<file path="src/rtl/ctl_line_filter_pkg.sv">
package ctl_line_filter_pkg;
  localparam int NUM_LINES = 3;
  localparam int NUM_FAST  = 2;

  typedef enum logic [1:0] {
    LINE_DE = 2'd0,
    LINE_HS = 2'd1,
    LINE_VS = 2'd2
  } line_e;
endpackage

</file>
<file path="src/rtl/ctl_glitch_qual.sv">
// Minimum-width qualifier for a fast control line. The result is
// combinational so that the budget stage register is the only delay
// added after the last required sample.
module ctl_glitch_qual #(
  parameter int LEN = 3
) (
  input  logic clk,
  input  logic rst,
  input  logic en,
  input  logic din,
  output logic cand
);
  localparam int HW = LEN - 1;

  logic [HW-1:0] hist;
  logic          hold;
  logic          steady;

  always_comb begin
    steady = (hist == {HW{din}});
    if (!en)
      cand = din;
    else if (steady)
      cand = din;
    else
      cand = hold;
  end

  always_ff @(posedge clk) begin
    if (rst) begin
      hist <= '0;
      hold <= 1'b0;
    end else begin
      hist <= {hist[HW-2:0], din};
      hold <= cand;
    end
  end
endmodule

</file>
<file path="src/rtl/ctl_hold_qual.sv">
// Persistence qualifier for the slow line: a new level is accepted on
// the MIN-th consecutive sample of it.
module ctl_hold_qual #(
  parameter int MIN = 130
) (
  input  logic clk,
  input  logic rst,
  input  logic din,
  output logic cand
);
  localparam int CW = $clog2(MIN);

  logic [CW-1:0] run;
  logic          acc;
  logic          take;

  always_comb begin
    take = (din != acc) && (run == CW'(MIN - 1));
    cand = take ? din : acc;
  end

  always_ff @(posedge clk) begin
    if (rst) begin
      run <= '0;
      acc <= 1'b0;
    end else if (din == acc) begin
      run <= '0;
    end else if (take) begin
      run <= '0;
      acc <= din;
    end else begin
      run <= run + 1'b1;
    end
  end
endmodule

</file>
<file path="src/rtl/ctl_line_budget.sv">
// Per-line transition budget over a window that opens on demand.
module ctl_line_budget #(
  parameter int WIN    = 130,
  parameter int BUDGET = 2
) (
  input  logic clk,
  input  logic rst,
  input  logic cand,
  input  logic clr,
  output logic lvl,
  output logic flag
);
  localparam int TW = $clog2(WIN);
  localparam int UW = $clog2(BUDGET + 1);

  logic          cprev;
  logic          active;
  logic [TW-1:0] timer;
  logic [UW-1:0] used;
  logic          expire, live, change, room, fwd, drop;

  always_comb begin
    expire = active && (timer == TW'(WIN - 1));
    live   = active && !expire;
    change = (cand != cprev) && (cand != lvl);
    room   = !live || (used < UW'(BUDGET));
    fwd    = change && room;
    drop   = change && !room;
  end

  always_ff @(posedge clk) begin
    if (rst) begin
      cprev  <= 1'b0;
      lvl    <= 1'b0;
      flag   <= 1'b0;
      active <= 1'b0;
      timer  <= '0;
      used   <= '0;
    end else begin
      cprev <= cand;
      if (fwd)
        lvl <= cand;
      flag <= drop | (flag & ~clr);
      if (fwd && !live) begin
        active <= 1'b1;
        timer  <= '0;
        used   <= UW'(1);
      end else if (live) begin
        timer <= timer + 1'b1;
        if (fwd)
          used <= used + 1'b1;
      end else begin
        active <= 1'b0;
        timer  <= '0;
        used   <= '0;
      end
    end
  end
endmodule

</file>
<file path="src/rtl/ctl_line_filter.sv">
module ctl_line_filter
  import ctl_line_filter_pkg::*;
#(
  parameter int WIN_LEN     = 130,
  parameter int FAST_BUDGET = 2,
  parameter int SLOW_BUDGET = 1,
  parameter int GLITCH_LEN  = 3,
  parameter int VS_MIN      = 130
) (
  input  logic                 clk,
  input  logic                 rst,
  input  logic                 glitch_en,
  input  logic [NUM_LINES-1:0] drop_clr,
  input  logic                 de_i,
  input  logic                 hs_i,
  input  logic                 vs_i,
  output logic                 de_o,
  output logic                 hs_o,
  output logic                 vs_o,
  output logic [NUM_LINES-1:0] drop_flag
);
  logic [NUM_FAST-1:0]  fast_raw;
  logic [NUM_LINES-1:0] cand;
  logic [NUM_LINES-1:0] lvl;

  assign fast_raw[LINE_DE] = de_i;
  assign fast_raw[LINE_HS] = hs_i;

  for (genvar g = 0; g < NUM_FAST; g++) begin : g_fast
    ctl_glitch_qual #(.LEN(GLITCH_LEN)) u_qual (
      .clk  (clk),
      .rst  (rst),
      .en   (glitch_en),
      .din  (fast_raw[g]),
      .cand (cand[g])
    );

    ctl_line_budget #(.WIN(WIN_LEN), .BUDGET(FAST_BUDGET)) u_budget (
      .clk  (clk),
      .rst  (rst),
      .cand (cand[g]),
      .clr  (drop_clr[g]),
      .lvl  (lvl[g]),
      .flag (drop_flag[g])
    );
  end

  ctl_hold_qual #(.MIN(VS_MIN)) u_vs_qual (
    .clk  (clk),
    .rst  (rst),
    .din  (vs_i),
    .cand (cand[LINE_VS])
  );

  ctl_line_budget #(.WIN(WIN_LEN), .BUDGET(SLOW_BUDGET)) u_vs_budget (
    .clk  (clk),
    .rst  (rst),
    .cand (cand[LINE_VS]),
    .clr  (drop_clr[LINE_VS]),
    .lvl  (lvl[LINE_VS]),
    .flag (drop_flag[LINE_VS])
  );

  assign de_o = lvl[LINE_DE];
  assign hs_o = lvl[LINE_HS];
  assign vs_o = lvl[LINE_VS];
endmodule

</file>
<file path="config.mk">
export PLATFORM = sky130hd
export DESIGN_NAME = ctl_line_filter
export DESIGN_NICKNAME = d
export VERILOG_FILES = /design/src/rtl/ctl_line_filter_pkg.sv /design/src/rtl/ctl_glitch_qual.sv /design/src/rtl/ctl_hold_qual.sv /design/src/rtl/ctl_line_budget.sv /design/src/rtl/ctl_line_filter.sv
export SDC_FILE = /design/constraint.sdc
export NUM_CORES = 1
export LEC_CHECK = 0
export ABC_CLOCK_PERIOD_IN_PS = 2700
export CAP_MARGIN = 30
export CORE_MARGIN = 5
export CORE_UTILIZATION = 40
export CTS_CLUSTER_DIAMETER = 60
export DETAILED_ROUTE_END_ITERATION = 12
export DONT_BUFFER_PORTS = 1
export PLACE_DENSITY_LB_ADDON = 0.2
export SYNTH_ARGS = -nofsm -noshare
export SYNTH_HDL_FRONTEND = slang
export SYNTH_HIERARCHICAL = 1
export SYNTH_SLANG_ARGS = --single-unit
</file>
<file path="constraint.sdc">
create_clock -name clk -period 2.7 [get_ports clk]
set_input_delay 0.135 -clock clk [delete_from_list [all_inputs] [get_ports clk]]
set_output_delay 0.135 -clock clk [all_outputs]
set_load 0.005 [all_outputs]
</file>
# Word-level counts from Yosys, hierarchy flattened
# Index checks and enable logic that the tools add are counted.
totals:
  reg_bits: 54
  latchBits: 0
  mem_bits_rw: 0
  mem_bits_ro: 0
  in_bits: 9
  output_inout_bits: 6
  mem_count: 0
classes:
  addsub: 7
  mul: 0
  n_div: 0
  order_cmp: 3
  eq_ne: 20
  n_shift: 0
  mux: 20
  n_bitwise: 12
  n_reduce_logical: 35
op_table:
  columns: ["operator", "n"]
  rows:
  - ["8-bit by 1-bit adder with 8-bit output, second input constant", 4]
  - ["8-bit == test, second input constant", 4]
  - ["1-bit two-way mux", 20]
  - ["1-bit logical AND", 19]
  - ["3-bit OR reduction", 4]
  - ["1-bit zero test", 9]
  - ["3-bit != test, second input constant", 3]
  - ["1-bit != test", 7]
  - ["2-bit != test, second input constant", 3]
  - ["1-bit inverter", 6]
  - ["2-bit by 1-bit adder with 2-bit output, second input constant", 2]
  - ["2-bit == test", 2]
  - ["2-bit less-than comparator, second input constant", 2]
  - ["1-bit AND", 3]
  - ["1-bit logical OR", 3]
  - ["1-bit bitwise OR", 3]
  - ["1-bit adder, second input constant", 1]
  - ["1-bit == test", 1]
  - ["1-bit less-than comparator, second input constant", 1]

# Longest topological paths before layout
depth:
  word_depth: 10
  ltp_mapped: 8

# By module
# Netlist, hierarchy kept.
by_module_without_submodules:
  columns: ["module", "n_inst", "cells_per_inst", "area_per_inst_um2"]
  rows:
  - ["ctl_line_budget (g_fast[0].u_budget ...)", 2, 66, 613.1]
  - ["ctl_line_budget (u_vs_budget)", 1, 58, 555.5]
  - ["ctl_hold_qual", 1, 47, 406.6]
  - ["ctl_glitch_qual", 2, 12, 120.1]

# Worst setup path after synthesis
# OpenSTA, ideal clock, no wires.
synth_path:
  path_kind: "flip-flop to flip-flop"
  from: "register u_vs_qual.run[0]"
  to: "register u_vs_budget.flag"
  setup_ns: 0.087
  t_arrival_ns: 1.576
  required_ns: 2.613
  slack_ns: 1.037
  stages_incl_launch_ff: 8
  n_path_buf: 0
  period_less_slack_ns: 1.663
  path_cell_list: "dfxtp_1 > ha_1 > nand4bb_1 > or3_1 > nand2_1 > nor3b_1 > a21oi_1 > o31ai_1"
synth_via:
  elab_chain_cells: 7
synth_rtl:
  columns: ["item", "line", "text"]
  rows:
  - ["start: declaration", "ctl_hold_qual.sv:13", "logic [CW-1:0] run;"]
  - ["start signal: assignment", "ctl_hold_qual.sv:32", "run <= run + 1'b1;"]
  - ["8-bit == test *", "ctl_hold_qual.sv:18", "take = (din != acc) && (run == CW'(MIN - 1));"]
  - ["1-bit logical AND *", "ctl_hold_qual.sv:18", null]
  - ["1-bit two-way mux *", "ctl_hold_qual.sv:19", "cand = take ? din : acc;"]
  - ["via cand[2]", "ctl_line_filter.sv:23", "logic [NUM_LINES-1:0] cand;"]
  - ["1-bit != test", "ctl_line_budget.sv:25", "change = (cand != cprev) && (cand != lvl);"]
  - ["1-bit logical AND *", "ctl_line_budget.sv:25", null]
  - ["1-bit logical AND *", "ctl_line_budget.sv:28", "drop = change && !room;"]
  - ["1-bit bitwise OR *", "ctl_line_budget.sv:43", "flag <= drop | (flag & ~clr);"]
  - ["end signal: assignment", "ctl_line_budget.sv:43", null]
  - ["end: declaration", "ctl_line_budget.sv:11", "output logic flag"]
# The timed path passes the listed nets; every way through them passes the cells marked *.
# A chain may end at the register's enable or synchronous reset.

# Final worst setup path
# Ends and elaborated chain as after synthesis.

==> results.json <==
{
  "hold_viol": 0,
  "ios": 15,
  "rows": 28,
  "slew_viol_final": 0,
  "drc_errors": 0,
  "final_core_util_pct": 45.84,
  "die_w_um": 87.92,
  "yosys.cell_types.count": 41,
  "dr.pass1.iters": 4,
  "yosysSeqAreaShare_pct": 46.16,
  "fmax_mhz": 540.3,
  "chipHeight_um": 87.92,
  "grt_pass1_vias": 1660,
  "cts_hold_buf": 5,
  "drive_above_1_share_pct": 10.74,
  "synthToLayoutAreaGrowth_pct": 11.75,
  "yosysTopAreaCellShare_pct": 46.16,
  "wl_um": 4094,
  "viasPerCell": 5.009,
  "avgSynthCellArea_sq_um": 9.305,
  "cts_setup_buffers": 0,
  "crit_slowest_cell": "dfxtp_1",
  "worstMarginPinSlew_ns": 0.8685,
  "ant_nets": 0,
  "fp.dieArea_sq_um": 7730,
  "end_kind": "flip-flop",
  "period_minus_slack_ns": 1.851,
  "critPathArrivalTime_ns": 2.08,
  "cts-root-buf": "clkbuf_8",
  "cts.path.max_buffers": 2,
  "syn_nets": 278,
  "yosys.area.top_type": "dfxtp_1",
  "via_count": 1728,
  "drt_iter0_drc": 51,
  "finalWeightedCongestion": 0.7292,
  "p_leak_nw": 1.011,
  "antenna_found_initial": 0,
  "place_area_sq_um": 2505,
  "power.density_nw_per_um2": 609.6,
  "synth-edff-count": 0,
  "min_path_type": "in -> reg",
  "tritoncts": "yes",
  "final_common_cell": "dfxtp_1",
  "clock_skew_ns": 0.006486,
  "initial_core_util_pct": 41.02,
  "top_usage_layer": "met2",
  "coreArea_sq_um": 5921,
  "use_met3_pct": 3.481,
  "met1_usage_pct": 15.56,
  "placement.io_buffers": 0,
  "htreeDepth": 2,
  "finalSetupViolCount": 0,
  "max_stage_delay_ns": 0.42,
  "path_max_fanout": 6,
  "nets": 286,
  "fin_setup_tns_ns": 0,
  "cts_resized": 0,
  "path_clk_slew_ns": 0.10,
  "n_antenna_cell": 0,
  "cts.sink_count": 56,
  "rsz0062_at_grt": "false",
  "syn_area_sq_um": 2429,
  "grt_max_degree": 21,
  "synth_cells": 261,
  "gr-total-overflow": 0,
  "cts_buffers": 5,
  "start_kind": "flip-flop",
  "mostFrequentLayoutCells": "56 x dfxtp_1, 41 x nor2_1, 15 x a21oi_1, 15 x o21ai_0, 13 x inv_1",
  "grt.total_usage_pct": 11.64,
  "postLayoutCellArea_sq_um": 2714,
  "netlist_top_cells_area": "dfxtp_1 46%, nor2_1 6.3%, ha_1 4.1%, xor2_1 4.0%, a21oi_1 3.1%",
  "synth_seq_cells": 56,
  "status": "complete, no violations",
  "max-cap-violations": 0,
  "ys_async_sr_fraction_pct": 0,
  "worstSkewPairLatency_ns": 0.30,
  "synthFlopType": "dfxtp_1",
  "vdd_ir_drop_max_mv": 0.4380,
  "dp_hpwl_um": 2762,
  "use_met2_pct": 17.81,
  "fill_cells": 565,
  "avgRoutedWirePerCell_um": 11.87,
  "period_share_pct": 68.54,
  "yosys_warnings": 6,
  "path_cells": "ha_1 > nand4bb_1 > or3_1 > nand2_1 > nor3b_1 > a21oi_1 > o31ai_1",
  "critPathRequiredTime_ns": 2.92,
  "worstSetupPathType": "reg -> reg",
  "grt_pass1_wl_um": 7210,
  "relSlewSlack_pct": 41.91
}
## cell families (layout without fill, tap and decap cells)
group                      after synthesis  in the layout  share of synthesized area [%]
AOI/OAI and AO/OA                       55             55                          15.46
xor gates and xnor gates                19             19                          6.852
adders and majority gates                8              8                          4.122
buffers and inverters                   19             28                          3.040
DFF                                     56             56                          46.16
and+or+nand+nor                        104            104                          24.37
## flip-flops by register name, indices dropped and copies added (netlist names)
signal and count:
u_vs_budget/active 1, u_vs_qual/run 8, u_vs_budget/timer 8, u_vs_budget/lvl 1, u_vs_qual/acc 1, g_fast.u_budget/timer 16, g_fast.u_budget/flag 2, g_fast.u_qual/hist 4
g_fast.u_budget/cprev 2, u_vs_budget/used 1, g_fast.u_budget/lvl 2, u_vs_budget/cprev 1, g_fast.u_qual/hold 2, g_fast.u_budget/active 2, u_vs_budget/flag 1, g_fast.u_budget/used 4
## routing by layer
metal	up-vias	share of wire, %
li1	924	-
met1	782	53
met2	17	42
met3	5	3.9
met4	0	1.3
met5	-	0
## power by group
part / switching (mW) / leakage (nW) / internal, mW / total [mW]
sequential: 0.0136 / 0.453 / 0.841 / 0.855
clock: 0.267 / 0.0784 / 0.463 / 0.731
combinational: 0.0398 / 0.479 / 0.0292 / 0.0690
total: 0.320 / 1.01 / 1.33 / 1.65
## path summary, 6_finish.rpt
| check | from | to | slack (ns) | cells past startpoint |
|---|---|---|---|---|
| worst min register to register | g_fast[1].u_qual/hist[0] | g_fast[1].u_qual/hist[1] | 0.45 | 2 |
| worst max-delay path | u_vs_qual/run[0] | u_vs_budget/flag | 0.85 | 7 |
| worst max register to register | u_vs_qual/run[0] | u_vs_budget/flag | 0.85 | 7 |
| worst min-delay path | drop_clr[1] | g_fast[1].u_budget/flag | 0.02 | 3 |
## cell usage after synthesis, types with 4 or more instances
library cell and n:
a21oi_1 15, and3_1 4, dfxtp_1 56, ha_1 8, inv_1 13, nand2_1 5, nand2b_1 5, nand3_1 12
nand4_1 4, nor2_1 41, nor2b_1 7, o21ai_0 15, o21ai_2 4, or3_1 6, xnor2_1 8, xor2_1 11
## metrics by stage
stage	hold slack, ns	power [mW]	setup WS (ns)	std cells
after floorplan	0.1996	0.9235	1.037	261
after global placement	0.2070	0.9314	0.9552	332
after detailed placement	0.2067	0.9321	0.8689	332
after CTS	0.0009647	1.683	0.8449	345
after global routing	0.02349	1.724	0.6594	345
final	0.01616	1.654	0.8493	345
## critical path: cells and delay by family, from the launching register on
| kind | cells | cell delay (ns) |
|---|---|---|
| AOI/OAI and AO/OA | 2 | 0.34 |
| and+or+nand+nor | 4 | 0.84 |
| adders and majority gates | 1 | 0.17 |
| DFF | 1 | 0.42 |
## cell type report
type	count	area [sq um]	area share (%)
inverters	15	56.30	2.075
clock inverters	3	90.09	3.320
multi-input cells	186	1234	45.46
flip-flops and latches	56	1121	41.31
repair buffers	5	50.05	1.844
clock buffers	5	68.82	2.536
well taps	75	93.84	3.458
Power figures use the tool's default switching activity.
